File: src/rtl/swd_host_pkg.sv
package swd_host_pkg;

   localparam int          ACK_W  = 3;
   localparam int          HDR_W  = 8;
   localparam logic [2:0]  ACK_OK = 3'b001;

   typedef enum logic [3:0] {
      PH_IDLE,
      PH_HDR,
      PH_TRN1,
      PH_ACK,
      PH_RDAT,
      PH_RPAR,
      PH_TRN2,
      PH_WDAT,
      PH_WPAR
   } phase_e;

endpackage

File: src/rtl/swd_clk_div.sv
module swd_clk_div #(
   parameter int DIV_W = 8
) (
   input  logic             clk,
   input  logic             rst_n,
   input  logic             run_i,
   input  logic [DIV_W-1:0] div_i,
   output logic             swclk_o,
   output logic             rise_o,
   output logic             fall_o
);

   logic [DIV_W-1:0] cnt_q;
   logic             lvl_q;
   logic             wrap;

   assign wrap    = (cnt_q == div_i);
   assign rise_o  = run_i && wrap && !lvl_q;
   assign fall_o  = run_i && wrap && lvl_q;
   assign swclk_o = lvl_q;

   always_ff @(posedge clk or negedge rst_n) begin
      if (!rst_n) begin
         cnt_q <= '0;
         lvl_q <= 1'b0;
      end else if (!run_i) begin
         cnt_q <= '0;
         lvl_q <= 1'b0;
      end else if (wrap) begin
         cnt_q <= '0;
         lvl_q <= !lvl_q;
      end else begin
         cnt_q <= cnt_q + 1'b1;
      end
   end

endmodule

File: src/rtl/swd_hdr_build.sv
module swd_hdr_build
   import swd_host_pkg::*;
(
   input  logic             ap_i,
   input  logic             rd_i,
   input  logic [1:0]       addr_i,
   output logic [HDR_W-1:0] hdr_o
);

   localparam int NFLD = 4;

   logic [NFLD-1:0] fld;
   logic [NFLD:0]   acc;

   assign fld    = {addr_i[1], addr_i[0], rd_i, ap_i};
   assign acc[0] = 1'b0;

   for (genvar i = 0; i < NFLD; i++) begin : g_par
      assign acc[i+1] = acc[i] ^ fld[i];
   end

   // park, stop, parity, address, direction, port, start
   assign hdr_o = {1'b1, 1'b0, acc[NFLD], fld, 1'b1};

endmodule

File: src/rtl/swd_data_sr.sv
module swd_data_sr #(
   parameter int DATA_W = 32
) (
   input  logic              clk,
   input  logic              rst_n,
   input  logic              load_i,
   input  logic [DATA_W-1:0] load_val_i,
   input  logic              shin_i,
   input  logic              shout_i,
   input  logic              din_i,
   output logic              lsb_o,
   output logic [DATA_W-1:0] word_o,
   output logic              wpar_o,
   output logic              xpar_o
);

   logic [DATA_W-1:0] sr_q;
   logic              wpar_q;

   always_ff @(posedge clk or negedge rst_n) begin
      if (!rst_n) begin
         sr_q   <= '0;
         wpar_q <= 1'b0;
      end else if (load_i) begin
         sr_q   <= load_val_i;
         wpar_q <= ^load_val_i;
      end else if (shin_i) begin
         sr_q   <= {din_i, sr_q[DATA_W-1:1]};
      end else if (shout_i) begin
         sr_q   <= {1'b0, sr_q[DATA_W-1:1]};
      end
   end

   assign lsb_o  = sr_q[0];
   assign word_o = sr_q;
   assign wpar_o = wpar_q;
   assign xpar_o = ^sr_q;

endmodule

File: src/rtl/swd_host_engine.sv
module swd_host_engine
   import swd_host_pkg::*;
#(
   parameter int DIV_W  = 8,
   parameter int DATA_W = 32
) (
   input  logic              clk,
   input  logic              rst_n,
   input  logic [DIV_W-1:0]  clk_div_i,
   input  logic              req_valid_i,
   input  logic              req_ap_i,
   input  logic              req_read_i,
   input  logic [1:0]        req_addr_i,
   input  logic [DATA_W-1:0] req_wdata_i,
   output logic              busy_o,
   output logic              done_o,
   output logic [ACK_W-1:0]  ack_o,
   output logic [DATA_W-1:0] rdata_o,
   output logic              perr_o,
   output logic              swclk_o,
   output logic              swdio_o,
   output logic              swdio_oe_o,
   input  logic              swdio_i
);

   localparam int CNT_W = $clog2(DATA_W);

   if (DIV_W < 1) begin : g_bad_div
      $error("DIV_W must be at least 1");
   end
   if (DATA_W < HDR_W) begin : g_bad_data
      $error("DATA_W must be at least the header width");
   end

   phase_e            ph;
   logic [CNT_W-1:0]  bitcnt;
   logic [HDR_W-1:0]  hdr_q;
   logic [HDR_W-1:0]  hdr_w;
   logic              rd_q;
   logic [ACK_W-1:0]  ack_q;
   logic              rpar_q;
   logic              rise;
   logic              fall;
   logic              accept;
   logic              ack_ok;
   logic              sr_lsb;
   logic              sr_wpar;
   logic              sr_xpar;
   logic [DATA_W-1:0] sr_word;
   logic              last_data;

   assign busy_o    = (ph != PH_IDLE);
   assign accept    = req_valid_i && !busy_o;
   assign ack_ok    = (ack_q == ACK_OK);
   assign last_data = (bitcnt == CNT_W'(DATA_W-1));

   swd_clk_div #(.DIV_W(DIV_W)) u_div (
      .clk     (clk),
      .rst_n   (rst_n),
      .run_i   (busy_o),
      .div_i   (clk_div_i),
      .swclk_o (swclk_o),
      .rise_o  (rise),
      .fall_o  (fall)
   );

   swd_hdr_build u_hdr (
      .ap_i   (req_ap_i),
      .rd_i   (req_read_i),
      .addr_i (req_addr_i),
      .hdr_o  (hdr_w)
   );

   swd_data_sr #(.DATA_W(DATA_W)) u_sr (
      .clk        (clk),
      .rst_n      (rst_n),
      .load_i     (accept),
      .load_val_i (req_wdata_i),
      .shin_i     (rise && (ph == PH_RDAT)),
      .shout_i    (fall && (ph == PH_WDAT)),
      .din_i      (swdio_i),
      .lsb_o      (sr_lsb),
      .word_o     (sr_word),
      .wpar_o     (sr_wpar),
      .xpar_o     (sr_xpar)
   );

   always_comb begin
      unique case (ph)
         PH_HDR:  swdio_o = hdr_q[bitcnt[2:0]];
         PH_WDAT: swdio_o = sr_lsb;
         PH_WPAR: swdio_o = sr_wpar;
         default: swdio_o = 1'b0;
      endcase
   end

   always_comb begin
      unique case (ph)
         PH_IDLE, PH_HDR, PH_WDAT, PH_WPAR: swdio_oe_o = 1'b1;
         default:                           swdio_oe_o = 1'b0;
      endcase
   end

   always_ff @(posedge clk or negedge rst_n) begin
      if (!rst_n) begin
         ph      <= PH_IDLE;
         bitcnt  <= '0;
         hdr_q   <= '0;
         rd_q    <= 1'b0;
         ack_q   <= '0;
         rpar_q  <= 1'b0;
         done_o  <= 1'b0;
         ack_o   <= '0;
         rdata_o <= '0;
         perr_o  <= 1'b0;
      end else begin
         done_o <= 1'b0;
         if (accept) begin
            ph     <= PH_HDR;
            bitcnt <= '0;
            hdr_q  <= hdr_w;
            rd_q   <= req_read_i;
            ack_q  <= '0;
         end else if (rise) begin
            if (ph == PH_ACK) ack_q[bitcnt[1:0]] <= swdio_i;
            if (ph == PH_RPAR) rpar_q <= swdio_i;
         end else if (fall) begin
            bitcnt <= bitcnt + 1'b1;
            unique case (ph)
               PH_HDR: begin
                  if (bitcnt == CNT_W'(HDR_W-1)) begin
                     ph     <= PH_TRN1;
                     bitcnt <= '0;
                  end
               end
               PH_TRN1: begin
                  ph     <= PH_ACK;
                  bitcnt <= '0;
               end
               PH_ACK: begin
                  if (bitcnt == CNT_W'(ACK_W-1)) begin
                     ph     <= (ack_ok && rd_q) ? PH_RDAT : PH_TRN2;
                     bitcnt <= '0;
                  end
               end
               PH_RDAT: begin
                  if (last_data) begin
                     ph     <= PH_RPAR;
                     bitcnt <= '0;
                  end
               end
               PH_RPAR: ph <= PH_TRN2;
               PH_TRN2: begin
                  if (!rd_q && ack_ok) begin
                     ph     <= PH_WDAT;
                     bitcnt <= '0;
                  end else begin
                     ph     <= PH_IDLE;
                     done_o <= 1'b1;
                     ack_o  <= ack_q;
                     perr_o <= rd_q && ack_ok && (rpar_q != sr_xpar);
                     if (rd_q && ack_ok) rdata_o <= sr_word;
                  end
               end
               PH_WDAT: begin
                  if (last_data) begin
                     ph     <= PH_WPAR;
                     bitcnt <= '0;
                  end
               end
               PH_WPAR: begin
                  ph     <= PH_IDLE;
                  done_o <= 1'b1;
                  ack_o  <= ack_q;
                  perr_o <= 1'b0;
               end
               default: ph <= PH_IDLE;
            endcase
         end
      end
   end

endmodule

File: config.mk
export PLATFORM = sky130hd
export DESIGN_NAME = swd_host_engine
export DESIGN_NICKNAME = d
export VERILOG_FILES = /design/src/rtl/swd_host_pkg.sv /design/src/rtl/swd_clk_div.sv /design/src/rtl/swd_hdr_build.sv /design/src/rtl/swd_data_sr.sv /design/src/rtl/swd_host_engine.sv
export SDC_FILE = /design/constraint.sdc
export NUM_CORES = 1
export LEC_CHECK = 0
export BUFFER_PORTS_ARGS = -buffer_cell sky130_fd_sc_hd__buf_2
export CAP_MARGIN = 20
export CORE_MARGIN = 3
export CORE_UTILIZATION = 35
export DETAILED_ROUTE_END_ITERATION = 10
export PLACE_DENSITY_LB_ADDON = 0.05
export SLEW_MARGIN = 40
export SYNTH_ARGS = -nofsm -noshare
export SYNTH_HDL_FRONTEND = slang
export SYNTH_HIERARCHICAL = 1
export SYNTH_SLANG_ARGS = --single-unit
File: constraint.sdc
create_clock -name clk -period 3.22 [get_ports clk]
set_input_delay 0.483 -clock clk [delete_from_list [all_inputs] [get_ports clk]]
set_output_delay 0.483 -clock clk [all_outputs]
set_load 0.005 [all_outputs]
Word-level counts from Yosys, hierarchy flattened:

Index checks and enable logic that the tools add are counted.

* flip-flop bits (word level): 100
* word-level logic and storage cells: 120

* mux-type cells: 44
* bitwise operators: 6
* equal/unequal tests: 21
* reduce and logical (&&, ||, !) cells: 30
* $add $sub $neg: 2
* magnitude comparators: 3

Operators by type and width (number)
* $mux W32: 3
* $reduce_xor A32 Y1: 2
* $mux W5: 7
* $mux W4: 7
* $pmux W4 S7: 1
* $pmux W5 S5: 1
* $eq A4 B3 Y1 const B: 4
* $mux W8: 2
* $mux W3: 5
* $reduce_and A6 Y1: 2
* $logic_and A1 B1 Y1: 10
* $mux W1: 10
* $ne A3 B3 Y1 const B: 3
* $add A8 B1 Y8 const B: 1
* $eq A4 B2 Y1 const B: 2
* $eq A8 B8 Y1: 1
* $reduce_bool A2 Y1: 4
* $pmux W3 S2: 1
* $add A5 B1 Y5 const B: 1
* $eq A5 B2 Y1 const B: 1
* $eq A5 B3 Y1 const B: 1
* $eq A5 B5 Y1 const B: 1
* $reduce_and A5 Y1: 1
* $eq A4 B1 Y1 const B: 1
* 25 further kinds: 34

Depth between registers and ports, before layout:

Gate-level depths: netlist (run 1).

* depth after elaboration: 8
* gate-level depth with buffers: 11
* gate-level depth less buffers: 8

Hierarchy:

Netlist (run 1), hierarchy kept.

By module, submodules not included
* swd_host_engine: times used 1, cells an instance 257, area an instance 2862.7 um^2
* swd_data_sr: times used 1, cells an instance 207, area an instance 2047.0 um^2
* swd_clk_div: times used 1, cells an instance 49, area an instance 545.5 um^2
* swd_hdr_build: times used 1, cells an instance 12, area an instance 86.3 um^2

Worst setup path before layout (run 1):

Ideal clock, no wire load.

* path kind: input to register
* from: in clk_div_i[7]
* to: reg rdata_o[10]
* slack: 0.744 ns
* cell stages on the path: 9
* setup time: 0.125 ns
* arrival time: 2.351 ns
* buffers on the path: 1
* data required time: 3.095 ns
* cells stage by stage: xnor2_1 nand4_2 nor2_2 and3_1 nor2b_1 nand2_1 nor4_4 buf_6 mux2_2

RTL lines
* start: declaration: line swd_host_engine.sv:9 `input logic [DIV_W-1:0] clk_div_i,`
* $eq A8 B8 Y1: line swd_clk_div.sv:17 `assign wrap = (cnt_q == div_i);`
* $logic_and A1 B1 Y1 (2 in series): line swd_clk_div.sv:19 `assign fall_o = run_i && wrap && lvl_q;`
* net fall: line swd_host_engine.sv:43 `logic fall;`
* $reduce_and A6 Y1 (no source line)
* end signal: assignment: line swd_host_engine.sv:162 `if (rd_q && ack_ok) rdata_o <= sr_word;`
* end: declaration: line swd_host_engine.sv:18 `output logic [DATA_W-1:0] rdata_o,`

The timed path passes the listed nets, and every way through them passes these cells.
A chain may end at the register's enable or synchronous reset.

Worst setup path in the final report (run 1):

* from: reg u_div.cnt_q[0]
* to: reg u_sr.sr_q[3], in the netlist u_sr/word_o[3]

* word-level cells in the longest chain between the ends: 6

RTL lines
* start: declaration: line swd_clk_div.sv:13 `logic [DIV_W-1:0] cnt_q;`
* start signal: assignment: line swd_clk_div.sv:33 `cnt_q <= cnt_q + 1'b1;`
* $eq A8 B8 Y1 (*): line swd_clk_div.sv:17
* $logic_and A1 B1 Y1 (*) (2 in series): line swd_clk_div.sv:18 `assign rise_o = run_i && wrap && !lvl_q;`
* net rise: line swd_host_engine.sv:42 `logic rise;`
* $logic_and A1 B1 Y1 (*): line swd_host_engine.sv:79 `.shin_i (rise && (ph == PH_RDAT)),`
* $mux W32: line swd_data_sr.sv:27 `end else if (shin_i) begin`
* $mux W32: line swd_data_sr.sv:24 `end else if (load_i) begin`
* end signal: assignment: line swd_data_sr.sv:25 `sr_q <= load_val_i;`
* end signal: assignment: line swd_data_sr.sv:28 `sr_q <= {din_i, sr_q[DATA_W-1:1]};`
* end signal: assignment: line swd_data_sr.sv:30 `sr_q <= {1'b0, sr_q[DATA_W-1:1]};`
* end: declaration: line swd_data_sr.sv:17 `logic [DATA_W-1:0] sr_q;`

Mark *: on every way through the listed nets, which the timed path passes. The rest lies on a longest branch.

==> results of run 1 <==
registers in the layout, indices dropped and copies added (netlist names), 3 cells and up:
signal and flops:
u_sr/word_o 32, ack_o 3, ph 4, hdr_q 8
bitcnt 5, u_div/cnt_q 8, rdata_o 32, ack_q 3
layout by cell type (no fill, tap or decap), drive strengths merged, types with 2 or more instances in the layout:
cell type / instances
nand2b: 4
and3: 8
clkbuf: 9
nor2b: 2
a31oi: 3
a21oi: 39
nor2: 49
nand3: 13
mux2: 39
and2: 3
a22oi: 2
or4: 2
nand4: 3
mux2i: 33
nor3b: 3
bufinv: 3
conb: 3
mux4: 2
clkinv: 2
dfrtp: 101
a311oi: 2
xor2: 13
xnor2: 68
inv: 10
ha: 6
buf: 99
or3: 2
nor4b: 3
nand2: 48
o21ai: 15
nor3: 5
per-stage QoR:
stage	setup slack (ps)	cells	power [W]	util [%]
after floorplan	744	526	0.00283	-
after global placement	492	803	0.00318	40.2
after detailed placement	469	803	0.00319	40.2
after CTS	584	819	0.00448	42.5
after global routing	374	819	0.00473	42.5
final	632	819	0.00441	42.5
cell usage after synthesis (4+ instances only):
master,instances
and3_1,7
nand2_1,48
dfrtp_1,101
ha_1,6
mux2_2,34
buf_4,9
inv_1,9
mux2i_1,33
clkbuf_1,8
mux2_1,5
xor2_1,13
a21oi_1,39
xnor2_1,65
nand2b_1,4
o21ai_0,12
buf_2,11
nor2_1,47
nand3_1,12
nor3_1,5
logic make-up after synthesis:
| family | Yosys count | synth area share (%) |
|---|---|---|
| AOI/OAI and AO/OA | 68 | 7.18 |
| xor gates and xnor gates | 81 | 13.2 |
| adders and majority gates | 6 | 1.35 |
| buffers and inverters | 42 | 4.11 |
| DFF | 101 | 45.6 |
| muxes | 74 | 14.7 |
| other | 2 | 0.136 |
| and+or+nand+nor | 151 | 13.7 |
worst max path at each step:
stage	to	depth (start not counted)	start
global route	u_sr/word_o[10]$_DFFE_PN0P_	8	u_div/cnt_q[2]$_DFF_PN0_
detailed placement	rdata_o[13]$_DFFE_PN0P_	10	clk_div_i[1]
finish	u_sr/word_o[3]$_DFFE_PN0P_	8	u_div/cnt_q[0]$_DFF_PN0_
floorplan	rdata_o[10]$_DFFE_PN0P_	9	clk_div_i[7]
CTS	swdio_o	5	bitcnt[0]$_DFFE_PN0P_
global placement	rdata_o[2]$_DFFE_PN0P_	10	clk_div_i[1]
layout make-up:
cell class | instances | share of cell area, %
sequential | 101 | 38.7
clock inverter | 7 | 1.88
tap | 211 | 4.04
multi-input combinational | 383 | 42.8
timing repair buffer | 99 | 8.63
inverter | 9 | 0.518
clock buffer | 9 | 3.45
routing by layer:
metal | share of wire [%] | vias to the layer above | routed length [um]
met1 | 47 | 1868 | 5990
met3 | 5.8 | 18 | 737
met5 | 0 | - | 0
li1 | - | 1936 | -
met2 | 46 | 100 | 5850
met4 | 1.7 | 0 | 214
power breakdown:
group	total [W]	internal, W	leakage [nW]	switching [W]
clock network	0.00127	0.000766	0.168	0.000505
registers	0.00167	0.00144	1.38	0.000225
logic	0.00147	0.000745	1.50	0.000723
total	0.00441	0.00295	3.05	0.00145
worst max-delay path, cell delays in order (launching register included):
cell	delay (ps)
dfrtp_1	440
xnor2_2	170
nand4_2	200
nor4b_2	520
and3_1	290
or3_2	130
buf_4	490
nor2_1	80
a21oi_1	140
==> flow_summary_export.csv, run 1 <==
group,metric,value,unit
run_status,outcome,"complete, no violations",
die,pin_count,89,
logic_synthesis,synth_top_area_share,45.6,%
logic_synthesis,ys_types,56,
critical_path,reg2reg_to,"u_sr/word_o[3]$_DFFE_PN0P_",
sta,worst_slew_pin_slew,653,ps
sta,holdWs,154,ps
global_route,grt_use_met2,23.5,%
detailed_routing,avgRoutedWirePerCell,15.6,um
global_route,grt_pass1_vias,4041,
sta,tns,0,ps
power_and_ir_drop,vdd.ir_drop.worst,0.000291,V
critical_path,r2r_cells,8,
clock_network,cts_buffers,9,
detailed_routing,dr.pass1.iters,4,
power_and_ir_drop,leakagePower,3.05,nW
detailed_routing,viasPerCell,4.79,
critical_path,arrival,2850,ps
clock_network,insertion_delay,340,ps
place,port_buffers,88,
sta,min_period_over_period,80.4,%
logic_synthesis,syn_avg_cell_area,10.6,um2
logic_synthesis,synth-seq-cells,101,
detailed_routing,drt-total-wl,12800,um
logic_synthesis,yosys_warnings,6,
clock_network,cts_tree,"built",
sta,timing.final.crit_period,2590,ps
sta,fmax,386,MHz
place,hpwl,9070,um
die,die_area,17400,um2
clock_network,cts_resized,0,
global_route,grt_max_degree,63,
detailed_routing,via_count,3922,
logic_synthesis,synth.cell_area,5540,um2
die,start_util,36.1,%
clock_network,cts_hold_buf,0,
finish,antennaDiodeCount,0,
global_route,grt_util_met1,21.1,%
flow_run,maxCapViolCount,0,
power_and_ir_drop,power_density,675,nW/um2
logic_synthesis,yosysSeqAreaShare,45.6,%
sta,rsz0062_at_grt,"false",
finish,nNetsFinal,657,
clock_network,clock_sinks,101,
sta,finalMaxSlewViolations,0,
logic_synthesis,postSynthCellCount,525,
critical_path,cp.required,3480,ps
logic_synthesis,yosysTopAreaCell,"dfrtp_1",
detailed_routing,drt_iter0_markers,205,
logic_synthesis,synth_flop_cell,"dfrtp_1",
detailed_routing,final_antenna_net_count,0,
detailed_routing,drc_errors,0,
global_route,antenna_found_initial,0,
sta,finClkSkew,9.38,ps
clock_network,cts_buffer_depth,2,
clock_network,postCtsSetupBuffers,0,
clock_network,ctsHtreeMaxLevel,3,
die,coreArea,15400,um2
critical_path,timing.rr.start,"u_div/cnt_q[0]$_DFF_PN0_",
logic_synthesis,synth_area_leaders,"dfrtp_1 46%, xnor2_1 10%, mux2_2 6.9%",
finish,regArea,2530,um2
place,placedInstanceArea,6180,um2
place,gp_congestion,0.801,
critical_path,r2r_slack,630,ps
critical_path,crit_type,"reg -> reg",
global_route,grt_pass1_wl,21400,um
global_route,met3_usage,4.05,%
critical_path,start_kind,"flip-flop",
logic_synthesis,synth_edf_count,0,
min_path,hold_class,"in -> async",
global_route,top_usage_layer,"met2",
global_route,overflow,0,
critical_path,path_max_fanout,62,
die,die-width,132,um
sta,finalSetupViolations,0,
clock_network,clkTransAtPathRegs,70,ps
critical_path,crit_path_end_kind,"flip-flop",
die,fp.dieH,132,um
finish,area_growth,17.8,%
finish,layout-drive-gt1-share,27.6,%
clock_network,cts-root-buf,"clkbuf_16",
finish,fin_area,6530,um2
finish,multi_input_area,2790,um2
global_route,grtUsageTotal,15.3,%
logic_synthesis,async_reset_ff_share,100,%
sta,maxSlewHeadroom,56.5,%
finish,fill_cells,1520,
die,rows,45,
sta,hold_viol,0,
Note: power is estimated with default switching activity, not from simulation.
==> run 2: changes to the inputs <==
==> constraint.sdc (replaced) <==
create_clock -name clk -period 2.6 [get_ports clk]
set_input_delay 0.39 -clock clk [delete_from_list [all_inputs] [get_ports clk]]
set_output_delay 0.39 -clock clk [all_outputs]
set_load 0.005 [all_outputs]
==> flow_summary_export.csv, run 2 (same netlist as run 1, synthesis figures left out) <==
group,metric,value,unit
run_status,outcome,"complete, no violations",
global_route,antenna_found_initial,0,
finish,final_common_cell,"dfrtp_1",
flow_run,maxCapViolCount,0,
sta,setup_slack,161,ps
finish,layout_common_cells,"99 x dfrtp_1, 87 x buf_2, 63 x xnor2_1",
place,port_buffers,88,
power_and_ir_drop,power_density,809,nW/um2
die,die_area,17400,um2
clock_network,clkTransAtPathRegs,70,ps
global_route,grt_max_degree,63,
critical_path,reg2reg_to,"rdata_o[4]$_DFFE_PN0P_",
sta,timing.final.crit_period,2440,ps
global_route,grtUsageTotal,15.3,%
critical_path,r2r_cells,10,
die,coreArea,15400,um2
detailed_routing,avgRoutedWirePerCell,15.7,um
finish,fin_area,6620,um2
critical_path,r2r_slack,170,ps
sta,hold_viol,0,
clock_network,insertion_delay,350,ps
finish,instances_no_fill,831,
power_and_ir_drop,p_int,0.00354,W
finish,fill_cells,1489,
sta,worst_slew_pin_slew,698,ps
detailed_routing,wl_met1,6240,um
power_and_ir_drop,vdd.ir_drop.worst,0.000350,V
sta,finalSetupViolations,0,
place,hpwl,9070,um
sta,maxSlewHeadroom,53.5,%
clock_network,cts_hold_buf,0,
finish,finish.utilization,43.1,%
clock_network,cts_tree,"built",
place,gp_congestion,0.836,
global_route,grt_pass1_vias,3978,
finish,area_growth,19.5,%
clock_network,cts_buffers,9,
sta,finClkSkew,10.3,ps
clock_network,cts-root-buf,"clkbuf_16",
die,pin_count,89,
detailed_routing,viasPerCell,4.72,
clock_network,ctsHtreeMaxLevel,3,
power_and_ir_drop,pwr-share-clk,26.2,%
detailed_routing,drt-total-wl,13100,um
detailed_routing,drt_iter0_markers,199,
power_and_ir_drop,combPwrFrac,35.3,%
place,placedInstanceArea,6270,um2
power_and_ir_drop,p_seq_share,38.5,%
critical_path,arrival,2050,ps
die,start_util,36.1,%
power_and_ir_drop,p_sw_share,33.9,%
finish,nNetsFinal,669,
detailed_routing,dr.pass1.iters,4,
detailed_routing,final_antenna_net_count,0,
sta,finalMaxSlewViolations,0,
place,place_ws,17.1,ps
power_and_ir_drop,p_switching,0.00181,W
sta,tns,0,ps
finish,layout-drive-gt1-share,29.7,%
global_route,overflow,0,
clock_network,cts_buffer_depth,2,
power_and_ir_drop,leakagePower,3.11,nW
detailed_routing,top_layer,"met4",
critical_path,crit_type,"reg -> out",
sta,min_period_over_period,93.8,%
min_path,hold_class,"in -> async",
detailed_routing,dr_wl_met3,677,um
finish,antennaDiodeCount,0,
critical_path,crit_path_end_kind,"primary output",
critical_path,start_kind,"flip-flop",
detailed_routing,via_count,3925,
die,rows,45,
critical_path,path_max_fanout,7,
sta,fmax,410,MHz
die,die-width,132,um
detailed_routing,wl_met2,5980,um
critical_path,timing.rr.start,"u_div/cnt_q[7]$_DFF_PN0_",
critical_path,cp.required,2210,ps
place,place_inst,813,
die,fp.dieH,132,um
global_route,grt_pass1_wl,21400,um
detailed_routing,drc_errors,0,
clock_network,clock_sinks,101,
[run 2: changes by cell type in the layout (fill, tap and decap cells not counted)]
cell	change
clkbuf_16	+1
dfrtp_1	-2
dfrtp_2	+2
bufinv_16	-2
clkbuf_8	+1
clkinvlp_4	-1
xnor2_1	-2
clkinv_2	+1
buf_4	+10
inv_6	+1
buf_8	+1
xnor2_2	+2
[run 2: cell type report]
| class | count | area [um2] | share of cell area [%] |
|---|---|---|---|
| Inverter | 9 | 33.8 | 0.510 |
| Multi-Input combinational cell | 383 | 2810 | 42.4 |
| Tap cell | 211 | 264 | 3.99 |
| Timing Repair Buffer | 111 | 678 | 10.2 |
| Clock buffer | 10 | 239 | 3.61 |
| Sequential cell | 101 | 2530 | 38.2 |
| Clock inverter | 6 | 68.8 | 1.04 |
[run 2: worst max-delay path, cell delays in order (launching register included)]
cell	delay, ps
dfrtp_2	460
mux4_2	530
mux2i_1	210
nor4b_1	80
a221o_1	290
buf_2	140
[run 2: metrics by stage]
step	hold WS, ps	power, W
2_1_floorplan	94.4	0.00351
3_3_place_gp	456	0.00398
3_5_place_dp	462	0.00400
4_1_cts	111	0.00544
5_1_grt	118	0.00577
6_report	85.8	0.00535
[run 2: how the worst max path moves through the flow]
stage	start	endpoint	slack [ps]	depth (start not counted)
after detailed placement	clk_div_i[1]	rdata_o[4]$_DFFE_PN0P_	20	10
after floorplan	u_div/cnt_q[4]$_DFF_PN0_	rdata_o[10]$_DFFE_PN0P_	220	9
after global routing	u_div/cnt_q[7]$_DFF_PN0_	rdata_o[1]$_DFFE_PN0P_	-10	10
after global placement	clk_div_i[1]	rdata_o[29]$_DFFE_PN0P_	50	10
after CTS	bitcnt[0]$_DFFE_PN0P_	swdio_o	40	5
final	bitcnt[0]$_DFFE_PN0P_	swdio_o	160	5
[run 2: layer usage]
layer,vias up,track usage (%)
met2,84,23.5
li1,1957,-
met3,12,3.70
met4,0,5.19
met5,-,0
met1,1872,21.1
[run 2: repair_timing]
action,4_1_cts,5_1_grt
resized for setup,0,6
setup endpoints to repair,0,33
setup buffers,0,1
[run 2: power groups by stage]
stage / clock network (W) / logic, W / registers [W]
3_5_place_dp: 0 / 0.00191 / 0.00209
3_3_place_gp: 0 / 0.00190 / 0.00208
4_1_cts: 0.00146 / 0.00192 / 0.00206
6_report: 0.00140 / 0.00189 / 0.00206
5_1_grt: 0.00153 / 0.00212 / 0.00211
2_1_floorplan: 0 / 0.00149 / 0.00201
==> run 3: changes to the inputs <==
--- a/config.mk
+++ b/config.mk
@@ -7,8 +7,9 @@
 export LEC_CHECK = 0
 export BUFFER_PORTS_ARGS = -buffer_cell sky130_fd_sc_hd__buf_2
 export CAP_MARGIN = 20
-export CORE_MARGIN = 3
-export CORE_UTILIZATION = 35
+export CELL_PAD_IN_SITES_DETAIL_PLACEMENT = 2
+export CELL_PAD_IN_SITES_GLOBAL_PLACEMENT = 2
+export CORE_UTILIZATION = 37
 export DETAILED_ROUTE_END_ITERATION = 10
 export PLACE_DENSITY_LB_ADDON = 0.05
 export SLEW_MARGIN = 40
==> flow_summary_export.csv, run 3 (same netlist as run 1, synthesis figures left out) <==
group,metric,value,unit
finish,nNetsFinal,670,
critical_path,r2r_cells,10,
critical_path,r2r_slack,80,ps
sta,min_period_over_period,97.0,%
critical_path,crit_type,"reg -> out",
min_path,hold_depth,3,
global_route,antenna_found_initial,0,
detailed_routing,avgRoutedWirePerCell,18.9,um
min_path,min_from,"req_ap_i",
place,port_buffers,88,
power_and_ir_drop,leakagePower,3.13,nW
critical_path,crit_path_end_kind,"primary output",
die,die-width,124,um
detailed_routing,final_antenna_net_count,0,
sta,timing.final.crit_period,2520,ps
clock_network,clock_sinks,101,
detailed_routing,drt_iter0_markers,160,
power_and_ir_drop,power,0.00555,W
finish,antennaDiodeCount,0,
die,pin_count,89,
clock_network,cts_tree,"built",
sta,finalSetupViolations,0,
clock_network,cts-root-buf,"clkbuf_16",
finish,final_common_cell,"dfrtp_1",
sta,finClkSkew,6.92,ps
sta,holdWs,272,ps
global_route,grt_pass1_wl,24600,um
min_path,hold_class,"in -> reg",
sta,fmax,396,MHz
finish,layout_common_cells,"98 x dfrtp_1, 87 x buf_2, 63 x xnor2_1",
run_status,outcome,"complete, no violations",
sta,worst_slew_pin_slew,578,ps
place,hpwl,10600,um
finish,area_growth,19.6,%
detailed_routing,drt-total-wl,15200,um
die,die_area,15500,um2
global_route,grtUsageTotal,20.1,%
critical_path,cp.required,2210,ps
min_path,worstHoldEndpoint,"hdr_q[1]$_DFFE_PN0P_",
critical_path,start_kind,"flip-flop",
detailed_routing,dr.pass1.iters,4,
place,gp_congestion,0.776,
die,start_util,38.0,%
sta,hold_viol,0,
critical_path,reg2reg_to,"rdata_o[22]$_DFFE_PN0P_",
critical_path,timing.rr.start,"u_div/cnt_q[2]$_DFF_PN0_",
clock_network,clkTransAtPathRegs,70,ps
detailed_routing,drc_errors,0,
finish,layout-drive-gt1-share,29.8,%
die,rows,44,
sta,maxSlewHeadroom,60.5,%
critical_path,arrival,2130,ps
detailed_routing,via_count,4151,
die,fp.dieH,124,um
clock_network,cts_buffer_depth,2,
global_route,overflow,0,
clock_network,cts_buffers,9,
global_route,grt_max_degree,78,
sta,finalMaxSlewViolations,0,
flow_run,maxCapViolCount,0,
global_route,grt_pass1_vias,4655,
clock_network,ctsHtreeMaxLevel,3,
finish,finish.utilization,45.4,%
critical_path,path_max_fanout,7,
power_and_ir_drop,vdd.ir_drop.worst,0.000305,V
die,coreArea,14600,um2
clock_network,insertion_delay,350,ps
detailed_routing,viasPerCell,5.16,
power_and_ir_drop,power_density,838,nW/um2
## run 3: metrics by stage
step / TNS [ps] / setup WS (ps) / cells / area (um2)
final: 0 / 77.6 / 805 / 6630
after global routing: -512 / -39.5 / 805 / 6630
after CTS: 0 / 22.0 / 800 / 6560
after detailed placement: -185 / -14.7 / 783 / 6210
after global placement: 0 / 106 / 783 / 6210
after floorplan: 0 / 216 / 526 / 5550
## run 3: routing by layer
layer | routed length (um) | up-vias | GRT usage (%)
met4 | 221 | 0 | 6.52
met5 | 0 | - | 0
met2 | 7880 | 53 | 35.8
li1 | - | 1961 | -
met3 | 476 | 14 | 3.82
met1 | 6640 | 2123 | 24.3
## run 3: how the worst max path moves through the flow
stage,to,start,depth (start not counted)
floorplan,rdata_o[10]$_DFFE_PN0P_,u_div/cnt_q[4]$_DFF_PN0_,9
global placement,rdata_o[11]$_DFFE_PN0P_,clk_div_i[1],10
detailed placement,rdata_o[2]$_DFFE_PN0P_,clk_div_i[2],10
CTS,rdata_o[22]$_DFFE_PN0P_,u_div/cnt_q[2]$_DFF_PN0_,9
global route,rdata_o[1]$_DFFE_PN0P_,u_div/cnt_q[2]$_DFF_PN0_,10
finish,swdio_o,bitcnt[0]$_DFFE_PN0P_,5
## run 3: what timing repair did
| action | CTS | global route |
|---|---|---|
| gates resized for setup | 1 | 9 |
| endpoints found under the setup margin | 1 | 32 |
| hold buffers | 1 | 0 |
| hold endpoints to repair | 24 | 0 |
| cloned | 0 | 2 |
| pin swaps | 0 | 2 |
| buffers inserted | 0 | 3 |
## run 3: layout make-up
| cell class | count | area [um2] |
|---|---|---|
| tap | 184 | 230 |
| clock inverter | 4 | 77.6 |
| clock buffer | 12 | 256 |
| inverter | 9 | 33.8 |
| multi-input combinational | 383 | 2810 |
| timing repair buffer | 112 | 688 |
| fill | 1544 | 7960 |
| sequential | 101 | 2530 |
## run 3: worst max-delay path: stages (launching register included)
cell,delay [ps]
dfrtp_2,470
mux4_2,530
mux2i_1,240
nor4b_1,90
a221o_1,310
buf_2,140
## run 3: power by group
group	internal, W	switching [W]
Clock	0.000903	0.000623
Combinational	0.000971	0.000981
Sequential	0.00179	0.000285
